$ cat config.mk
export PLATFORM = sky130hd
export DESIGN_NAME = rgate_timer
export DESIGN_NICKNAME = d
export VERILOG_FILES = /design/src/rtl/rgate_timer.sv
export SDC_FILE = /design/constraint.sdc
export NUM_CORES = 1
export LEC_CHECK = 0
export BUFFER_PORTS_ARGS = -buffer_cell sky130_fd_sc_hd__buf_2
export CAP_MARGIN = 40
export CORE_ASPECT_RATIO = 0.7
export CORE_MARGIN = 1
export CORE_UTILIZATION = 56
export CTS_BUF_LIST = sky130_fd_sc_hd__clkbuf_8
export CTS_CLUSTER_SIZE = 8
export DETAILED_ROUTE_END_ITERATION = 10
export GPL_TIMING_DRIVEN = 1
export PLACE_DENSITY = 0.79
export SETUP_SLACK_MARGIN = 0.3
export SYNTH_ARGS = -nofsm -noshare
export SYNTH_HDL_FRONTEND = slang
export SYNTH_SLANG_ARGS = --single-unit
export TNS_END_PERCENT = 30
$ cat constraint.sdc
create_clock -name clk -period 3.4 [get_ports clk]
set_input_delay 0.17 -clock clk [delete_from_list [all_inputs] [get_ports clk]]
set_output_delay 0.17 -clock clk [all_outputs]
set_load 0.01 [all_outputs]
$ cat src/rtl/rgate_timer.sv
module rgate_timer #(
  parameter int CNT_W = 16,
  parameter int DT_W  = 8
) (
  input  logic             clk,
  input  logic             rst_n,
  input  logic             en,
  input  logic [CNT_W-1:0] half_len,
  input  logic [DT_W-1:0]  dead_len,
  input  logic [CNT_W-1:0] sr_len,
  input  logic             dir_bwd,
  input  logic             half_br,
  output logic [7:0]       gate,
  output logic             hp_start
);

  logic [CNT_W-1:0] cnt_q, h_q, s_q;
  logic [DT_W-1:0]  d_q;
  logic             phase_q, run_q, dir_q, hb_q;
  logic [7:0]       gate_q;
  logic             hp_q;

  logic [CNT_W-1:0] h_floor, h_new, span_new, s_new;
  logic             last, act, sr_on;
  logic             pa, pb, ra, rb;
  logic [7:0]       gate_d;

  assign h_floor  = CNT_W'(dead_len) + CNT_W'(2);
  assign h_new    = (half_len < h_floor) ? h_floor : half_len;
  assign span_new = h_new - CNT_W'(dead_len);
  assign s_new    = (sr_len > span_new) ? span_new : sr_len;

  assign last  = (cnt_q == h_q - CNT_W'(1));
  assign act   = (cnt_q >= CNT_W'(d_q));
  assign sr_on = act && ((cnt_q - CNT_W'(d_q)) < s_q);

  assign pa = run_q & ~phase_q & act;
  assign pb = run_q &  phase_q & act;
  assign ra = run_q & ~phase_q & sr_on;
  assign rb = run_q &  phase_q & sr_on;

  always_comb begin
    gate_d = '0;
    if (dir_q) begin
      gate_d[4] = pa;
      gate_d[7] = pa;
      gate_d[5] = pb;
      gate_d[6] = pb;
    end else begin
      gate_d[0] = pa;
      gate_d[1] = pb;
      gate_d[2] = hb_q ? 1'b0  : pb;
      gate_d[3] = hb_q ? run_q : pa;
      gate_d[4] = ra;
      gate_d[7] = ra;
      gate_d[5] = rb;
      gate_d[6] = rb;
    end
  end

  always_ff @(posedge clk or negedge rst_n) begin
    if (!rst_n) begin
      cnt_q   <= '0;
      h_q     <= '0;
      s_q     <= '0;
      d_q     <= '0;
      phase_q <= 1'b0;
      run_q   <= 1'b0;
      dir_q   <= 1'b0;
      hb_q    <= 1'b0;
      gate_q  <= '0;
      hp_q    <= 1'b0;
    end else if (!en) begin
      cnt_q   <= '0;
      phase_q <= 1'b0;
      run_q   <= 1'b0;
      gate_q  <= '0;
      hp_q    <= 1'b0;
    end else begin
      gate_q <= gate_d;
      hp_q   <= run_q && (cnt_q == '0);
      run_q  <= 1'b1;
      if (!run_q || last) begin
        cnt_q   <= '0;
        phase_q <= run_q ? ~phase_q : 1'b0;
        h_q     <= h_new;
        d_q     <= dead_len;
        s_q     <= s_new;
        if (!run_q || phase_q) begin
          dir_q <= dir_bwd;
          hb_q  <= half_br;
        end
      end else begin
        cnt_q <= cnt_q + CNT_W'(1);
      end
    end
  end

  assign gate     = gate_q;
  assign hp_start = hp_q;

endmodule

==> Word level (Yosys, flattened, before mapping) <==
Cells that the tools add are included.
{ "word_totals": {"register_bits": 69, "out_inout_bits": 9} }
{ "op_classes": {"magnitude_cmp": 4, "n_reduce_logical": 8, "n_bitwise": 7, "n_addsub": 5, "mux": 14, "n_eq_ne": 2} }
{ "ops": {"columns": ["operator", "n"], "rows": [
  ["$mux W16", 4],
  ["$sub A16 B8 Y16", 2],
  ["$add A16 B1 Y16 const B", 1],
  ["$eq A16 B16 Y1", 1],
  ["$ge A16 B8 Y1", 1],
  ["$gt A16 B16 Y1", 1],
  ["$logic_not A16 Y1", 1],
  ["$lt A16 B16 Y1", 1],
  ["$lt A16 B9 Y1", 1],
  ["$sub A16 B1 Y16 const B", 1],
  ["$add A8 B2 Y9 const B", 1],
  ["$mux W4", 2],
  ["$mux W8", 1],
  ["$mux W1", 7],
  ["$and A1 B1 Y1", 6],
  ["$reduce_and A3 Y1", 1],
  ["$logic_and A1 B1 Y1", 2],
  ["$logic_or A1 B1 Y1", 2],
  ["$ne A2 B1 Y1 const B", 1],
  ["$reduce_and A2 Y1", 1],
  ["$logic_not A1 Y1", 1],
  ["$not A1 Y1", 1]
]} }

==> Logic depth before layout (Yosys ltp) <==
{ "logic_depth": {"ltp_word": 6, "depth_mapped": 28, "ltp_nobuf": 26} }

==> Least setup slack after synthesis <==
OpenSTA, ideal clock, no wires.
{ "synth_timing": {"path_type": "in2reg", "start": "input port dead_len[2]", "end": "register s_q[0]", "t_required_ns": 3.275, "arrival_time_ns": 5.590, "cell_stages": 27, "path_slack_ns": -2.315, "setup_ns": 0.125, "path_buffers": 2, "path_cell_list": "and4_1 > nand2_1 > xnor2_1 > ha_1 > and3_1 > o2111a_1 > o21ai_0 > nand4_1 > clkbuf_1 > mux2i_1 > ha_1 > fa_1 > nor2b_1 > o31a_1 > o211a_1 > or4_1 > nor2_1 > xnor2_1 > ha_1 > nand4_1 > nor3_1 > a2111oi_0 > nand3_1 > o211ai_1 > clkbuf_1 > mux2i_1 > mux2_4"} }
{ "synth_via": {"elab_chain_len": 6} }
{ "synth_lines": {"columns": ["item", "line_no", "text"], "rows": [
  ["from (decl)", "9", "input logic [DT_W-1:0] dead_len,"],
  ["$add A8 B2 Y9", "28", "assign h_floor = CNT_W'(dead_len) + CNT_W'(2);"],
  ["$lt A16 B9 Y1", "29", "assign h_new = (half_len < h_floor) ? h_floor : half_len;"],
  ["$mux W16", "29", null],
  ["$sub A16 B8 Y16 (*)", "30", "assign span_new = h_new - CNT_W'(dead_len);"],
  ["$gt A16 B16 Y1", "31", "assign s_new = (sr_len > span_new) ? span_new : sr_len;"],
  ["$mux W16 (*)", "31", null],
  ["to (signal assigned)", "88", "s_q <= s_new;"],
  ["to (decl)", "17", "logic [CNT_W-1:0] cnt_q, h_q, s_q;"]
]} }
Every way passes the cells marked *; elsewhere a longest branch is shown, timed or not.
A chain may end at the register's enable or synchronous reset.

==> Worst setup path after layout <==
{ "layout_timing": {"start": "input port dead_len[2]", "end": "register s_q[10]"} }
{ "layout_via": {"elab_chain_len": 6} }
{ "layout_lines": {"columns": ["item", "line_no", "text"], "rows": [
  ["$add A8 B2 Y9 (*)", "28", null],
  ["$lt A16 B9 Y1 (*)", "29", null],
  ["$mux W16 (*)", "29", null],
  ["via h_new[1]", "23", "logic [CNT_W-1:0] h_floor, h_new, span_new, s_new;"],
  ["$sub A16 B8 Y16 (*)", "30", null],
  ["$gt A16 B16 Y1", "31", null],
  ["$mux W16 (*)", "31", null]
]} }
Mark *: on every way through the listed nets, which the timed path passes. The rest lies on a longest branch.

==> results.sh <==
export IMPL_drc=0
export IMPL_antennaDiodeCount=0
export IMPL_cp_start_kind="input pin"
export IMPL_drt_iter0_markers=440
export IMPL_cts_sinks=67
export IMPL_fin_crit_sh_pct=157.3
export IMPL_synthCells=611
export IMPL_postRouteAntennaNets=0
export IMPL_post_route_min_period_ns=5.349
export IMPL_cts_made_buffers=9
export IMPL_cp_num_buf_inv=3
export IMPL_clk_pin_slew_ns=0.08
export IMPL_ys_types=61
export IMPL_ctsLongestPathBuffers=2
export IMPL_nFillCells=636
export IMPL_power_leakage_nw=3.680
export IMPL_core_area_um2=9759
export IMPL_critical_path_arrival_ns=5.64
export IMPL_cp_slowest_cell="or4_4"
export IMPL_grt_first_pass_wirelength_um=26050
export IMPL_gp_congestion=0.9622
export IMPL_rows=30
export IMPL_hold_viol=0
export IMPL_yosys_top_cells_area="dfrtp_1, ha_1, mux2i_1"
export IMPL_fin_area_um2=7435
export IMPL_synth_common_cells="dfrtp_1, inv_1, ha_1"
export IMPL_synth_top_area_share_pct=29.71
export IMPL_port_buffers=53
export IMPL_wl_per_cell_um=19.03
export IMPL_power_w=0.002773
export IMPL_fin_skew_ns=0.01235
export IMPL_ys_warnings_count=0
export IMPL_gr_total_overflow=0
export IMPL_synth_ff_type="dfrtp_1"
export IMPL_status="complete, but fails checks"
export IMPL_drv_cap=0
export IMPL_min_path_type="in -> reg"
export IMPL_critPathTopFamily="simple AND/OR/NAND/NOR gates"
export IMPL_via_per_inst=6.009
export IMPL_fmax_mhz=187.0
export IMPL_cts_tree="built"
export IMPL_place_inst=858
export IMPL_yosysSeqAreaShare_pct=29.71
export IMPL_rsz0062_at_grt="true"
export IMPL_crit_fanout=8
export IMPL_worstMarginPinSlew_ns=0.7610
export IMPL_synth_area_leader_cell="dfrtp_1"
export IMPL_syn_avg_cell_area_um2=9.236
export IMPL_async_flop_share_pct=100.0
export IMPL_grt_pass1_vias=5157
export IMPL_ys_seq_elements=67
export IMPL_placed_area_um2=6656
export IMPL_dp_hpwl_um=12610
export IMPL_antenna_found_initial=0
export IMPL_root_buffer="clkbuf_8"
export IMPL_die_w_um=122.0
export IMPL_timing_final_max_slew_violations=0
export IMPL_synth_edf_count=0
export IMPL_layout_cells_non_filler=888
export IMPL_final_setup_worst_slack_ns=-1.949
export IMPL_synth_most_common_cell="dfrtp_1"
export IMPL_worstSkewPairLatency_ns=0.37
export IMPL_start_util_pct=57.82
export IMPL_num_io_pins=54
export IMPL_drt_total_wl_um=16900
export IMPL_netlist_area_um2=5643
export IMPL_grt_max_degree=41
export IMPL_slew_headroom_pct=49.27
export IMPL_criticalPathCategory="in -> reg"
export IMPL_critPathCaptureType="flop"
export IMPL_p_per_area_nw_per_um2=372.9
export IMPL_die_area_um2=10490
export IMPL_crit_required_ns=3.69
export IMPL_setup_violations_final=17
export IMPL_synthToLayoutAreaGrowth_pct=31.75
export IMPL_fin_nets=862
export IMPL_vias=5336
export IMPL_ir_drop_mv=0.1950
export IMPL_h_tree_depth=3
export IMPL_synthesis_nets=718
export IMPL_drt_first_pass_iters=6
export IMPL_violations="setup timing"
export IMPL_slowest_delay_ns=0.43
export IMPL_drive_gt1_share_pct=35.39
export IMPL_track_usage_pct=32.66
export IMPL_dieHeight_um=85.99
[worst register-to-register path, stage by stage (launching register included)]
cell      delay (ns)
dfrtp_1         0.38
inv_1           0.10
ha_1            0.18
inv_1           0.06
fa_1            0.39
a21o_1          0.21
a21oi_2         0.19
o21ai_0         0.14
a21oi_2         0.24
o21bai_1        0.10
a21oi_1         0.17
xor2_1          0.12
ha_1            0.21
a21o_1          0.18
a21oi_1         0.14
nor2b_1         0.06
o31ai_1         0.28
nor3b_1         0.23
[state kept, by name, summed over array words and instances (netlist names)]
name,cells
d_q,8
run_q,1
h_q,16
hb_q,1
cnt_q,16
s_q,16
phase_q,1
gate,6
dir_q,1
hp_start,1
[cell usage in the layout (no fill, tap or decap), types with 9 or more instances in the layout]
cell      synthesis  final
a21oi_1          21     17
buf_2             4     49
buf_4             2     94
clkbuf_8          0      9
dfrtp_1          67     65
ha_1             60     49
inv_1            62     62
mux2_4           20     22
mux2i_1          35     32
nand2_1          28     25
nand3_1          16     15
nand4_1          14     14
nor2_1           49     47
nor3_1           17     13
o21ai_0          30     19
xnor2_1          39     33
xor2_1           20     20
[routing by layer]
layer / routed length [µm] / part of all wire [%] / track usage [%] / vias up
li1: - / - / - / 2449
met1: 7347 / 43 / 43.50 / 2611
met2: 8001 / 47 / 52.80 / 225
met3: 1095 / 6.5 / 5.652 / 51
met4: 455 / 2.7 / 12.68 / 0
met5: 0 / 0 / 0 / -
[what timing repair did]
action / CTS / global route
hold buffers: 2 / 0
pin swaps: 4 / 12
hold endpoints to repair: 42 / 0
buffers inserted: 7 / 4
resized for setup: 49 / 52
endpoints found under the setup margin: 33 / 54
gates cloned: 1 / 0
[layout make-up]
cell class | instances | area (µm²) | area share [%]
multi-input cells | 462 | 4053 | 54.51
clock inverters | 7 | 100.1 | 1.346
repair buffers | 153 | 1086 | 14.61
well taps | 128 | 160.2 | 2.154
flip-flops and latches | 67 | 1679 | 22.58
inverters | 62 | 232.7 | 3.130
clock buffers | 9 | 123.9 | 1.666
[report_power, final]
group / leakage, nW / switching (W) / internal, W
Clock: 0.102 / 0.000344 / 0.000417
Combinational: 2.75 / 0.000527 / 0.000506
Sequential: 0.832 / 0.0000850 / 0.000893
Total: 3.68 / 0.000956 / 0.00182
[cell families (layout without fill, tap and decap cells)]
family | Yosys count | after routing | synth area share [%]
fa+ha+maj | 62 | 62 | 14.01
compound gates | 93 | 93 | 10.60
xor+xnor | 59 | 59 | 9.158
flops | 67 | 67 | 29.71
simple gates | 185 | 185 | 17.45
buf+inv | 82 | 231 | 5.942
mux | 63 | 63 | 13.13
[worst paths after layout]
check                           slack (ns)  depth (start not counted)       end         from
worst max-delay path                 -1.95                         25   s_q[10]  dead_len[2]
max in group asynchronous             2.56                          4    d_q[0]        rst_n
min in group asynchronous             0.21                          2  cnt_q[2]        rst_n
worst min-delay path                  0.03                          2      hb_q      half_br
worst max register to register       -0.04                         17   gate[6]     cnt_q[0]
worst min register to register        0.47                          1   gate[2]         hb_q
[per-stage QoR]
| step | worst slack (ns) | hold WS [ns] | utilization [%] | TNS (ns) |
|---|---|---|---|---|
| 2_1_floorplan | -1.934 | -0.1256 | - | -29.42 |
| 3_3_place_gp | -2.274 | 0.3584 | 68.00 | -35.86 |
| 3_5_place_dp | -2.580 | 0.06438 | 68.21 | -40.06 |
| 4_1_cts | -1.888 | 0.03172 | 73.15 | -28.58 |
| 5_1_grt | -2.167 | 0.02788 | 76.18 | -33.81 |
| 6_report | -1.949 | 0.03241 | 76.18 | -30.28 |
(Power assumes the default switching activity.)
